<file path="config.mk">
export PLATFORM = sky130hd
export DESIGN_NAME = vmce_unit
export DESIGN_NICKNAME = d
export VERILOG_FILES = /design/src/rtl/vmce_pkg.sv /design/src/rtl/vmce_scan_ctrl.sv /design/src/rtl/vmce_elem_store.sv /design/src/rtl/vmce_unit.sv
export SDC_FILE = /design/constraint.sdc
export NUM_CORES = 1
export LEC_CHECK = 0
export BUFFER_PORTS_ARGS = -buffer_cell sky130_fd_sc_hd__buf_4
export CORE_MARGIN = 1.5
export CORE_UTILIZATION = 30
export CTS_BUF_LIST = sky130_fd_sc_hd__clkbuf_8 sky130_fd_sc_hd__clkbuf_16
export DETAILED_ROUTE_END_ITERATION = 16
export PLACE_DENSITY = 0.54
export SLEW_MARGIN = 20
export SYNTH_ARGS = -nofsm -noshare
export SYNTH_HDL_FRONTEND = slang
export SYNTH_HIERARCHICAL = 1
export SYNTH_SLANG_ARGS = --single-unit
export TNS_END_PERCENT = 50
</file>
<file path="constraint.sdc">
create_clock -name clk -period 3.3 [get_ports clk]
set_input_delay 0.33 -clock clk [delete_from_list [all_inputs] [get_ports clk]]
set_output_delay 0.33 -clock clk [all_outputs]
set_load 0.05 [all_outputs]
</file>
<file path="src/rtl/vmce_pkg.sv">
`timescale 1ns/1ps
package vmce_pkg;

  typedef enum logic {
    VM_PACK   = 1'b0,
    VM_SPREAD = 1'b1
  } vm_op_e;

  // Effective length: the requested length limited to the register size.
  function automatic int unsigned clamp_len(input int unsigned req, input int unsigned n);
    return (req > n) ? n : req;
  endfunction

  // True when the element just visited is the final active one.
  function automatic logic is_final(input int unsigned idx, input int unsigned len);
    return (idx + 1) == len;
  endfunction

endpackage

</file>
<file path="src/rtl/vmce_scan_ctrl.sv">
`timescale 1ns/1ps
module vmce_scan_ctrl #(
  parameter int NUM_ELEM = 8
) (
  input  logic                          clk,
  input  logic                          rst_n,
  input  logic                          start,
  input  logic [$clog2(NUM_ELEM+1)-1:0] vec_len,
  output logic                          accept,
  output logic                          step,
  output logic                          scan_last,
  output logic [((NUM_ELEM > 1) ? $clog2(NUM_ELEM) : 1)-1:0] idx,
  output logic [$clog2(NUM_ELEM+1)-1:0] eff_len,
  output logic                          busy,
  output logic                          done
);
  import vmce_pkg::*;

  localparam int LEN_W = $clog2(NUM_ELEM + 1);
  localparam int IDX_W = (NUM_ELEM > 1) ? $clog2(NUM_ELEM) : 1;

  logic [IDX_W-1:0] idx_q;
  logic [LEN_W-1:0] len_q;
  logic             busy_q;
  logic             done_q;

  assign eff_len   = LEN_W'(clamp_len(int'(vec_len), NUM_ELEM));
  assign accept    = start && !busy_q;
  assign step      = busy_q;
  assign scan_last = busy_q && is_final(int'(idx_q), int'(len_q));

  always_ff @(posedge clk or negedge rst_n) begin
    if (!rst_n) begin
      idx_q  <= '0;
      len_q  <= '0;
      busy_q <= 1'b0;
      done_q <= 1'b0;
    end else begin
      done_q <= 1'b0;
      if (accept) begin
        idx_q <= '0;
        len_q <= eff_len;
        if (eff_len == '0) begin
          done_q <= 1'b1;
        end else begin
          busy_q <= 1'b1;
        end
      end else if (busy_q) begin
        idx_q <= idx_q + IDX_W'(1);
        if (scan_last) begin
          busy_q <= 1'b0;
          done_q <= 1'b1;
        end
      end
    end
  end

  assign idx  = idx_q;
  assign busy = busy_q;
  assign done = done_q;

endmodule

</file>
<file path="src/rtl/vmce_elem_store.sv">
`timescale 1ns/1ps
module vmce_elem_store #(
  parameter int NUM_ELEM = 8,
  parameter int ELEM_W   = 16
) (
  input  logic                          clk,
  input  logic                          rst_n,
  input  logic                          accept,
  input  logic                          step,
  input  logic [((NUM_ELEM > 1) ? $clog2(NUM_ELEM) : 1)-1:0] idx,
  input  logic [$clog2(NUM_ELEM+1)-1:0] eff_len,
  input  logic                          mode,
  input  logic [NUM_ELEM-1:0]           mask,
  input  logic [NUM_ELEM*ELEM_W-1:0]    src_vec,
  input  logic [NUM_ELEM*ELEM_W-1:0]    prev_vec,
  output logic [NUM_ELEM-1:0]           elem_wr_en,
  output logic [$clog2(NUM_ELEM+1)-1:0] packed_len,
  output logic [NUM_ELEM*ELEM_W-1:0]    dst_vec
);
  import vmce_pkg::*;

  localparam int LEN_W = $clog2(NUM_ELEM + 1);
  localparam int IDX_W = (NUM_ELEM > 1) ? $clog2(NUM_ELEM) : 1;

  logic [ELEM_W-1:0] src_q [NUM_ELEM];
  logic [ELEM_W-1:0] dst_q [NUM_ELEM];
  logic [NUM_ELEM-1:0] mask_q;
  logic [NUM_ELEM-1:0] act_mask;
  vm_op_e            op_q;
  logic [LEN_W-1:0]  cnt_q;
  logic [IDX_W-1:0]  ptr_idx;
  logic              cur_bit;
  logic [ELEM_W-1:0] wr_data;

  assign ptr_idx = cnt_q[IDX_W-1:0];
  assign cur_bit = mask_q[idx];
  assign wr_data = (op_q == VM_PACK) ? src_q[idx] : src_q[ptr_idx];

  for (genvar e = 0; e < NUM_ELEM; e++) begin : g_elem
    assign act_mask[e] = (LEN_W'(e) < eff_len);

    // Pack writes at the running count, spread writes at the scan position.
    assign elem_wr_en[e] = step && cur_bit &&
                           ((op_q == VM_PACK) ? (ptr_idx == IDX_W'(e))
                                              : (idx == IDX_W'(e)));

    always_ff @(posedge clk or negedge rst_n) begin
      if (!rst_n) begin
        src_q[e] <= '0;
        dst_q[e] <= '0;
      end else if (accept) begin
        src_q[e] <= src_vec[e*ELEM_W +: ELEM_W];
        dst_q[e] <= prev_vec[e*ELEM_W +: ELEM_W];
      end else if (elem_wr_en[e]) begin
        dst_q[e] <= wr_data;
      end
    end

    assign dst_vec[e*ELEM_W +: ELEM_W] = dst_q[e];
  end

  always_ff @(posedge clk or negedge rst_n) begin
    if (!rst_n) begin
      mask_q <= '0;
      op_q   <= VM_PACK;
      cnt_q  <= '0;
    end else if (accept) begin
      mask_q <= mask & act_mask;
      op_q   <= vm_op_e'(mode);
      cnt_q  <= '0;
    end else if (step && cur_bit) begin
      cnt_q <= cnt_q + LEN_W'(1);
    end
  end

  assign packed_len = cnt_q;

endmodule

</file>
<file path="src/rtl/vmce_unit.sv">
`timescale 1ns/1ps
module vmce_unit #(
  parameter int NUM_ELEM = 8,
  parameter int ELEM_W   = 16
) (
  input  logic                          clk,
  input  logic                          rst_n,
  input  logic                          start,
  input  logic                          mode,
  input  logic [$clog2(NUM_ELEM+1)-1:0] vec_len,
  input  logic [NUM_ELEM-1:0]           mask,
  input  logic [NUM_ELEM*ELEM_W-1:0]    src_vec,
  input  logic [NUM_ELEM*ELEM_W-1:0]    prev_vec,
  output logic                          busy,
  output logic                          done,
  output logic [$clog2(NUM_ELEM+1)-1:0] packed_len,
  output logic [NUM_ELEM*ELEM_W-1:0]    dst_vec
);
  localparam int LEN_W = $clog2(NUM_ELEM + 1);
  localparam int IDX_W = (NUM_ELEM > 1) ? $clog2(NUM_ELEM) : 1;

  logic                accept;
  logic                step;
  logic                scan_last;
  logic [IDX_W-1:0]    scan_idx;
  logic [LEN_W-1:0]    eff_len;
  logic [NUM_ELEM-1:0] elem_wr_en;

  vmce_scan_ctrl #(.NUM_ELEM(NUM_ELEM)) u_ctrl (
    .clk       (clk),
    .rst_n     (rst_n),
    .start     (start),
    .vec_len   (vec_len),
    .accept    (accept),
    .step      (step),
    .scan_last (scan_last),
    .idx       (scan_idx),
    .eff_len   (eff_len),
    .busy      (busy),
    .done      (done)
  );

  vmce_elem_store #(.NUM_ELEM(NUM_ELEM), .ELEM_W(ELEM_W)) u_store (
    .clk        (clk),
    .rst_n      (rst_n),
    .accept     (accept),
    .step       (step),
    .idx        (scan_idx),
    .eff_len    (eff_len),
    .mode       (mode),
    .mask       (mask),
    .src_vec    (src_vec),
    .prev_vec   (prev_vec),
    .elem_wr_en (elem_wr_en),
    .packed_len (packed_len),
    .dst_vec    (dst_vec)
  );

endmodule

</file>
Word level (Yosys, flattened, before mapping). Cells that the tools add are included.

$lt $le $gt $ge: 12. Bitwise operators: 3. $add $sub $neg: 3. Reductions and logical operators: 25. Multiplexer cells: 46. Equality and inequality tests: 16.

Operators with widths (count): 16-bit 2-to-1 mux (21); 16-bit binary-select mux with 3-bit select (2); 32-bit by 4-bit equality test with 1-bit output (1); 3-bit equality test, second input constant (8); 2-bit nonzero test (10); 1-bit 2-to-1 mux (17); 3-bit by 4-bit less-than comparator with 1-bit output, first input constant (4); 3-bit by 2-bit equality test with 1-bit output, second input constant (4); 4-bit 2-to-1 mux (3); 1-bit logical AND (11); 8-bit AND (1); 4-bit >= comparator, second input constant (2); 1-bit by 4-bit less-than comparator with 1-bit output, first input constant (2); 2-bit by 4-bit less-than comparator with 1-bit output, first input constant (2); 3-bit inverter with 4-bit output (2); 3-bit by 1-bit equality test with 1-bit output, second input constant (2); 3-bit zero test (2); 3-bit 2-to-1 mux (2); 3-bit by 1-bit adder with 4-bit output, second input constant (1); 4-bit by 1-bit adder with 4-bit output, second input constant (1); 4-bit greater-than comparator, second input constant (1); 4-bit zero test (1); 3-bit by 4-bit less-than comparator with 1-bit output, second input constant (1); 3-bit by 1-bit adder with 3-bit output, second input constant (1); other kinds (3) (3).

Output and inout port bits: 134. Bits in registers: 278. Input bits: 272. Logic and storage cells: 128.

Longest topological paths before layout. Gate-level depths: netlist of the first run.

Word-level depth: 7. Depth in mapped cells: 10. Gate-level depth less buffers: 6.

By module. Netlist of the first run, hierarchy kept.

By module, submodules not included: vmce_elem_store (times used 1, area an instance 14043.5 um2, sequential area each 6731.5 um2, cells an instance 1242); vmce_scan_ctrl (times used 1, area an instance 481.7 um2, sequential area each 225.2 um2, cells an instance 44).

Worst setup path after synthesis of the first run. OpenSTA, ideal clock, no wires.

Kind: register -> register. Start point: register u_ctrl.busy_q, in the netlist u_ctrl/busy. End point: register u_store.dst_q, in the netlist u_store/dst_vec[105]. Required time: 3.158 ns. Arrival: 2.468 ns. Slack: 0.690 ns. Stages on the path, launching flop included: 11. Library setup time: 0.142 ns. Period minus slack after synthesis: 2.610 ns. Buffers on the path: 5. Cells stage by stage: dfrtp_1 > buf_2 > nand2b_1 > buf_2 > inv_1 > clkbuf_1 > nand2b_1 > clkbuf_1 > clkbuf_1 > o22a_1 > o221ai_1.

Word-level cells in the longest chain between the ends: 3. Elaborated cells between the ends (all ways): 6. Classes of those cells: 1 x mux; 5 x reduce/logical.

Ends and longest elaborated chain: start: declaration (line vmce_scan_ctrl.sv:24) `logic busy_q;`; start signal: assignment (line vmce_scan_ctrl.sv:36) `busy_q <= 1'b0;`; start signal: assignment (line vmce_scan_ctrl.sv:46) `busy_q <= 1'b1;`; start signal: assignment (line vmce_scan_ctrl.sv:51) `busy_q <= 1'b0;`; 1-bit zero test * (line vmce_scan_ctrl.sv:28) `assign accept = start && !busy_q;`; 1-bit logical AND * (line vmce_scan_ctrl.sv:28); net accept (line vmce_unit.sv:22) `logic accept;`; 16-bit 2-to-1 mux / 2-bit nonzero test (equally long branches); end signal: indexed assignment (line vmce_elem_store.sv:53) `dst_q[e] <= prev_vec[e*ELEM_W +: ELEM_W];`; end signal: indexed assignment (line vmce_elem_store.sv:55) `dst_q[e] <= wr_data;`; end: declaration (line vmce_elem_store.sv:26) `logic [ELEM_W-1:0] dst_q [NUM_ELEM];`.

Mark *: on every way through the listed nets, which the timed path passes. The rest lies on a longest branch. A chain may end at the register's enable or synchronous reset.

Worst setup path in the final report of the first run.
Start point: register u_store.cnt_q[0], in the netlist u_store/packed_len[0]. End point: register u_store.dst_q, in the netlist u_store/dst_vec[80].

Word-level cells in the longest chain between the ends: 7. Elaborated cells between the ends (all ways): 11. Classes of those cells: 1 x eq/ne; 7 x mux; 1 x bitwise; 2 x reduce/logical.

Ends and longest elaborated chain: start: declaration (line vmce_elem_store.sv:30) `logic [LEN_W-1:0] cnt_q;`; start signal: assignment (line vmce_elem_store.sv:72) `cnt_q <= cnt_q + LEN_W'(1);`; 3-bit inverter with 4-bit output (implied by the code) (line vmce_elem_store.sv:37) `assign wr_data = (op_q == VM_PACK) ? src_q[idx] : src_q[ptr_idx];`; 16-bit binary-select mux with 3-bit select (line vmce_elem_store.sv:37); 16-bit 2-to-1 mux (implied by the code) (2 in a row) (line vmce_elem_store.sv:37); 16-bit 2-to-1 mux (line vmce_elem_store.sv:37); 16-bit 2-to-1 mux (line vmce_elem_store.sv:54) `end else if (elem_wr_en[e]) begin`; 16-bit 2-to-1 mux (line vmce_elem_store.sv:51) `end else if (accept) begin`.

Several ways; a longest one is shown, not always the timed one. The select of a mux whose other input is x is not followed.

==> results of run 1 <==
## sequential cells by signal, summed over array words and instances (netlist names)
name / count
u_ctrl/busy: 1
u_ctrl/done: 1
u_ctrl/idx: 3
u_ctrl/len_q: 4
u_store/dst_vec: 128
u_store/mask_q: 8
u_store/op_q: 1
u_store/packed_len: 4
u_store/src_q: 128
## worst min path at each step
stage	endpoint	slack, ns	cells past startpoint
after floorplan	u_ctrl/busy	0.03	0
after global placement	u_store/src_q[20]	0.41	1
after detailed placement	u_store/src_q[20]	0.41	1
after CTS	u_store/dst_vec[104]	0.00003	3
after global routing	u_store/src_q[70]	0.004	2
final	u_store/src_q[54]	0.02	2
## cells in the final DEF (no fill, tap or decap), types with 8 or more instances in the layout
master           n
buf_4          447
dfrtp_1        276
nand2_1        182
mux2_2         147
dlygate4sd3_1  133
nand3b_1       119
mux2i_1        117
o211ai_1        84
o211ai_2        50
a22oi_1         49
clkbuf_16       36
inv_1           16
o22a_1          16
o221ai_1        12
o21ai_0         10
nand3_1          8
## power groups by stage
stage | clock network, mW | logic, mW | registers, mW
2_1_floorplan | 0 | 6.01 | 8.74
3_3_place_gp | 0 | 13.1 | 6.54
3_5_place_dp | 0 | 13.2 | 6.57
4_1_cts | 4.00 | 13.4 | 6.56
5_1_grt | 4.13 | 14.1 | 6.79
6_report | 3.90 | 13.4 | 6.57
## metrics by stage
step	setup WS [ns]	hold slack (ns)
finish	0.756	0.0191
CTS	0.697	0.0000331
detailed placement	0.688	0.412
floorplan	0.690	0.0344
global placement	0.745	0.415
global route	0.519	0.00413
## per-layer routing
layer,GRT usage,part of all wire,up-vias
met4,0.0840,0.033,0
met1,0.295,0.43,6282
li1,-,-,5697
met2,0.367,0.48,477
met5,0,0,-
met3,0.0479,0.064,93
## area by class of cell
| cell class | instances | area, um^2 | area share |
|---|---|---|---|
| clock inverter | 18 | 176 | 0.00851 |
| tap | 615 | 769 | 0.0371 |
| multi-input combinational | 874 | 6990 | 0.337 |
| clock buffer | 42 | 983 | 0.0474 |
| timing repair buffer | 586 | 4800 | 0.232 |
| antenna | 1 | 2.50 | 0.000121 |
| inverter | 12 | 52.6 | 0.00253 |
| sequential | 278 | 6960 | 0.336 |
==> implementation parameters, run 1 <==
Parameter                              Value

Pwr
  P per Cell Area    1150 nW/um^2
  Internal power    12.3 mW
  IR drop worst, VDD    0.637 mV
  Sequential group share of total power    0.275
  Sw power    11.5 mW
  Switching share of total power    0.482
  Leakage power    9.28 nW
  Total power after layout    23.8 mW
  Combinational Power Share    0.561
  Clock group share of total power    0.164

STA
  Final sum of negative setup slack    0 ns
  Max transition margin    0.374
  Least-Margin Pin Slew    0.938 ns
  Maximum operating frequency    393 MHz
  Count of final max-slew check failures    0
  Period minus WS final    2.54 ns
  Setup repair after global routing missed its margin    false
  Skew final    0.0225 ns
  Final Hold Viols    0
  Setup-failing EPs final    0
  Fin crit share    0.771

Detailed routing
  Wire length per cell after detailed routing    23.3 um
  DRT antenna net count    0
  Sum of routed wire length over all layers    56.6 mm
  First-pass iteration count of the detailed router    7
  Iteration-0 DRC Markers    836
  Total via count in the routed design    12500
  Remaining routing DRC violations    0
  Vias per cell    5.17

Global route
  Initial antenna violation count    1
  GR Util All Layers    0.226
  Pin count of the biggest net entering global routing    116
  First-pass GRT wire length    84.1 mm
  Vias in the first global route    13200
  Remaining Overflow, GRT    0

Clock network
  Maximum buffer depth of the clock tree    3
  Number of setup buffers added after CTS    0
  Clock latency of the later-clocked register in the worst-skew pair    0.55 ns
  Number of levels the H-tree was split into    2
  Clock root cell    clkbuf_16
  Clock slew at the register clock pins of the worst setup and hold paths    0.06 ns
  Number of gates resized after cts    0
  Clock net sink count    278
  Number of clock buffers inserted by TritonCTS    35
  CTS tree    built
  Hold buffer count at cts    133

Synth
  Warnings, synthesis    6
  Mapped Area    14500 um^2
  Number of instances in the synthesized netlist    1277
  Average footprint of a synthesized cell    11.3 um^2
  Post-synthesis net count    1552

Worst setup path
  WP depth    6
  Worst flop-to-flop path startpoint    u_store/packed_len[0]
  Minimum setup slack among reg-to-reg paths    0.76 ns
  Cells along the critical path    buf_12 -> nand3b_1 -> a222oi_1 -> nand3_2 -> or2_1 -> o211ai_1
  Endpoint of the lowest-slack register-to-register path    u_store/dst_vec[80]
  Worst path required time    3.76 ns
  Depth of the worst register-to-register path    6
  Worst Setup End Kind    flop
  Critical path origin    u_store/packed_len[0]
  Count of buffering cells on the critical path with inverters included    1
  Worst EP arrival    3.01 ns
  Highest net fanout along the worst path    68
  Delay of the slowest cell on the worst path    0.54 ns
  Type of element launching the critical path    flop
  Crit-path slowest cell    or2_1
  Largest delay contributor family on the critical path    simple AND/OR/NAND/NOR gates
  CP Class    flop to flop
  Last element of the critical path    u_store/dst_vec[80]

Finish
  Number of fillers in the final layout    4506
  Ratio of cells with drive above 1 in the final layout    0.400
  Share of the core filled with cells    0.434
  Final Non-Filler Cells    2426
  Layout net count    2062
  Post-route cell area    20700 um^2
  Synth-to-layout area growth    43.1%

Floorplanning
  Placeable Area    47700 um^2
  Die height    223 um
  Boundary pin count    406
  Width of the chip    223 um
  Total die area    49600 um^2
  Initial standard-cell utilization of the core    0.303
  Core Rows    80

Hold path
  Class of the worst hold path    input port to flop
  Beginning of the worst hold path    src_vec[70]

Place
  Number of cells after detailed placement    2232
  Final weighted congestion in routability-driven placement    0.842
  # port buffers    405
  Final HPWL from detailed placement    39.1 mm
  Cell area after placement    18200 um^2

Run status
  Run status    completed

Flow run
  Number of maximum-capacitance violations    0
Power figures use the tool's default switching activity.
==> run 2: changes to the inputs <==
clock period = 2.65 ns   (was 3.3 ns; I/O delays follow)
==> run 2 against run 1 <==
Clock skew fell by 0.0087 ns. Via count up 4.4%. Critical path depth is 1 lower. Power increased by 29%. Hold slack better by 0.0094 ns. Sequential power increased by 23%. Fmax grew 2.5%. Final area increased by 7.6%. Register-to-register slack worse by 0.59 ns. Highest routed layer unchanged. Largest cell class unchanged. Count of clock-buffer cells in the layout up 5.
==> implementation parameters, run 2 (synthesized netlist as in run 1, its figures left out) <==
Parameter                              Value

Run status
  Run status    completed

Floorplanning
  Core Rows    80
  Width of the chip    223 um
  Boundary pin count    406
  Placeable Area    47700 um^2
  Die height    223 um
  Initial standard-cell utilization of the core    0.303
  Total die area    49600 um^2

Place
  Cell area after placement    18500 um^2
  Number of cells after detailed placement    2238
  Final HPWL from detailed placement    39.2 mm
  Final weighted congestion in routability-driven placement    0.835
  # port buffers    405

Clock network
  Clock latency of the later-clocked register in the worst-skew pair    0.54 ns
  Number of levels the H-tree was split into    2
  Number of clock buffers inserted by TritonCTS    36
  CTS tree    built
  Maximum buffer depth of the clock tree    3
  Clock net sink count    278
  Clock slew at the register clock pins of the worst setup and hold paths    0.06 ns
  Number of setup buffers added after CTS    0
  Clock root cell    clkbuf_16

Worst setup path
  Worst flop-to-flop path startpoint    u_store/packed_len[0]
  Largest delay contributor family on the critical path    simple AND/OR/NAND/NOR gates
  Cells along the critical path    or3b_1 -> a222oi_1 -> nand3_2 -> or2_1 -> o211ai_1
  Minimum setup slack among reg-to-reg paths    0.17 ns
  Worst EP arrival    2.93 ns
  Depth of the worst register-to-register path    5
  Worst Setup End Kind    flop
  CP Class    flop to flop
  Crit-path slowest cell    or2_1
  Count of buffering cells on the critical path with inverters included    0
  Highest net fanout along the worst path    16
  Delay of the slowest cell on the worst path    0.54 ns
  Type of element launching the critical path    flop
  Worst path required time    3.10 ns
  Endpoint of the lowest-slack register-to-register path    u_store/dst_vec[79]

Hold path
  Class of the worst hold path    input port to flop
  Terminating pin of the worst hold path    u_store/mask_q[3]
  Beginning of the worst hold path    mask[3]
  Hold depth    3

Global route
  Vias in the first global route    13700
  Initial antenna violation count    0
  GR Util All Layers    0.226
  Remaining Overflow, GRT    0
  Pin count of the biggest net entering global routing    134
  First-pass GRT wire length    84.8 mm

Detailed routing
  Remaining routing DRC violations    0
  Wire length per cell after detailed routing    22.3 um
  DRT antenna net count    0
  First-pass iteration count of the detailed router    5
  Total via count in the routed design    13100
  Sum of routed wire length over all layers    57.3 mm
  Iteration-0 DRC Markers    882
  Vias per cell    5.11

Finish
  Layout net count    2200
  Number of antenna diodes    0
  Ratio of cells with drive above 1 in the final layout    0.376
  Final Non-Filler Cells    2563
  Most used cells in the layout excluding fill and tap cells    buf_4, dfrtp_1, dlygate4sd3_1
  Synth-to-layout area growth    54.0%
  Post-route cell area    22300 um^2
  Share of the core filled with cells    0.467
  Most common cell after layout, fill and taps aside    buf_4

STA
  Skew final    0.0138 ns
  Least-Margin Pin Slew    1.05 ns
  Period minus WS final    2.48 ns
  Max transition margin    0.296
  Setup-failing EPs final    0
  Final Hold Viols    0
  Setup repair after global routing missed its margin    false
  Count of final max-slew check failures    0
  Maximum operating frequency    403 MHz
  Fin crit share    0.936
  Final sum of negative setup slack    0 ns

Pwr
  Leakage power    9.94 nW
  IR drop worst, VDD    0.830 mV
  P per Cell Area    1380 nW/um^2

Flow run
  Number of maximum-capacitance violations    0
## run 2: cell types whose count changed in the layout (fill, tap and decap cells not counted), sizes merged
cell / before / now
clkbuf: 42 / 47
bufinv: 3 / 2
inv: 18 / 17
diode: 1 / 0
clkinv: 8 / 6
dlygate4sd3: 133 / 264
buf: 453 / 459
## run 2: worst max path at each step
stage                                from              endpoint  slack (ns)  cells after the start
floorplan                     u_ctrl/busy  u_store/dst_vec[105]        0.04                     10
global placement            u_ctrl/idx[0]  u_store/dst_vec[114]        0.27                      5
detailed placement          u_ctrl/idx[0]  u_store/dst_vec[113]        0.15                      5
CTS                         u_ctrl/idx[0]  u_store/dst_vec[113]        0.16                      5
global route                u_ctrl/idx[0]  u_store/dst_vec[112]       0.004                      5
finish              u_store/packed_len[0]   u_store/dst_vec[79]        0.17                      5
## run 2: power breakdown
group	total, mW	switching (mW)	internal [mW]
logic	17.7	10.7	7.00
registers	8.11	1.72	6.39
clock network	4.92	1.92	3.00
## run 2: metrics by stage
stage / hold WS [ns] / setup WS, ns / total power, mW
global placement: 0.281 / 0.267 / 25.3
detailed placement: 0.280 / 0.149 / 25.5
finish: 0.0285 / 0.169 / 30.7
floorplan: -0.0306 / 0.0400 / 18.4
CTS: 0.00503 / 0.159 / 30.9
global route: 0.0207 / 0.00419 / 32.2
## run 2: cell type report
cell class	instances	area, um^2
multi-input combinational	874	6990
tap	615	769
sequential	278	6960
clock buffer	47	1060
timing repair buffer	723	6360
fill	4312	25400
inverter	12	52.6
clock inverter	14	121
## run 2: tightest hold or removal path, cell delays in order
cell and delay (ns):
buf_4 0.08, o211ai_1 0.09, o21ai_0 0.08
## run 2: layer usage
| metal | track usage | routed length, um |
|---|---|---|
| met1 | 0.287 | 23600 |
| met2 | 0.378 | 27900 |
| met3 | 0.0455 | 3710 |
| met4 | 0.0884 | 2050 |
| met5 | 0 | 0 |
## run 2: what timing repair did
action / 4_1_cts / 5_1_grt
gates resized for setup: 0 / 1
hold buffers: 264 / 0
endpoints found under the setup margin: 0 / 2
hold endpoints to repair: 323 / 0
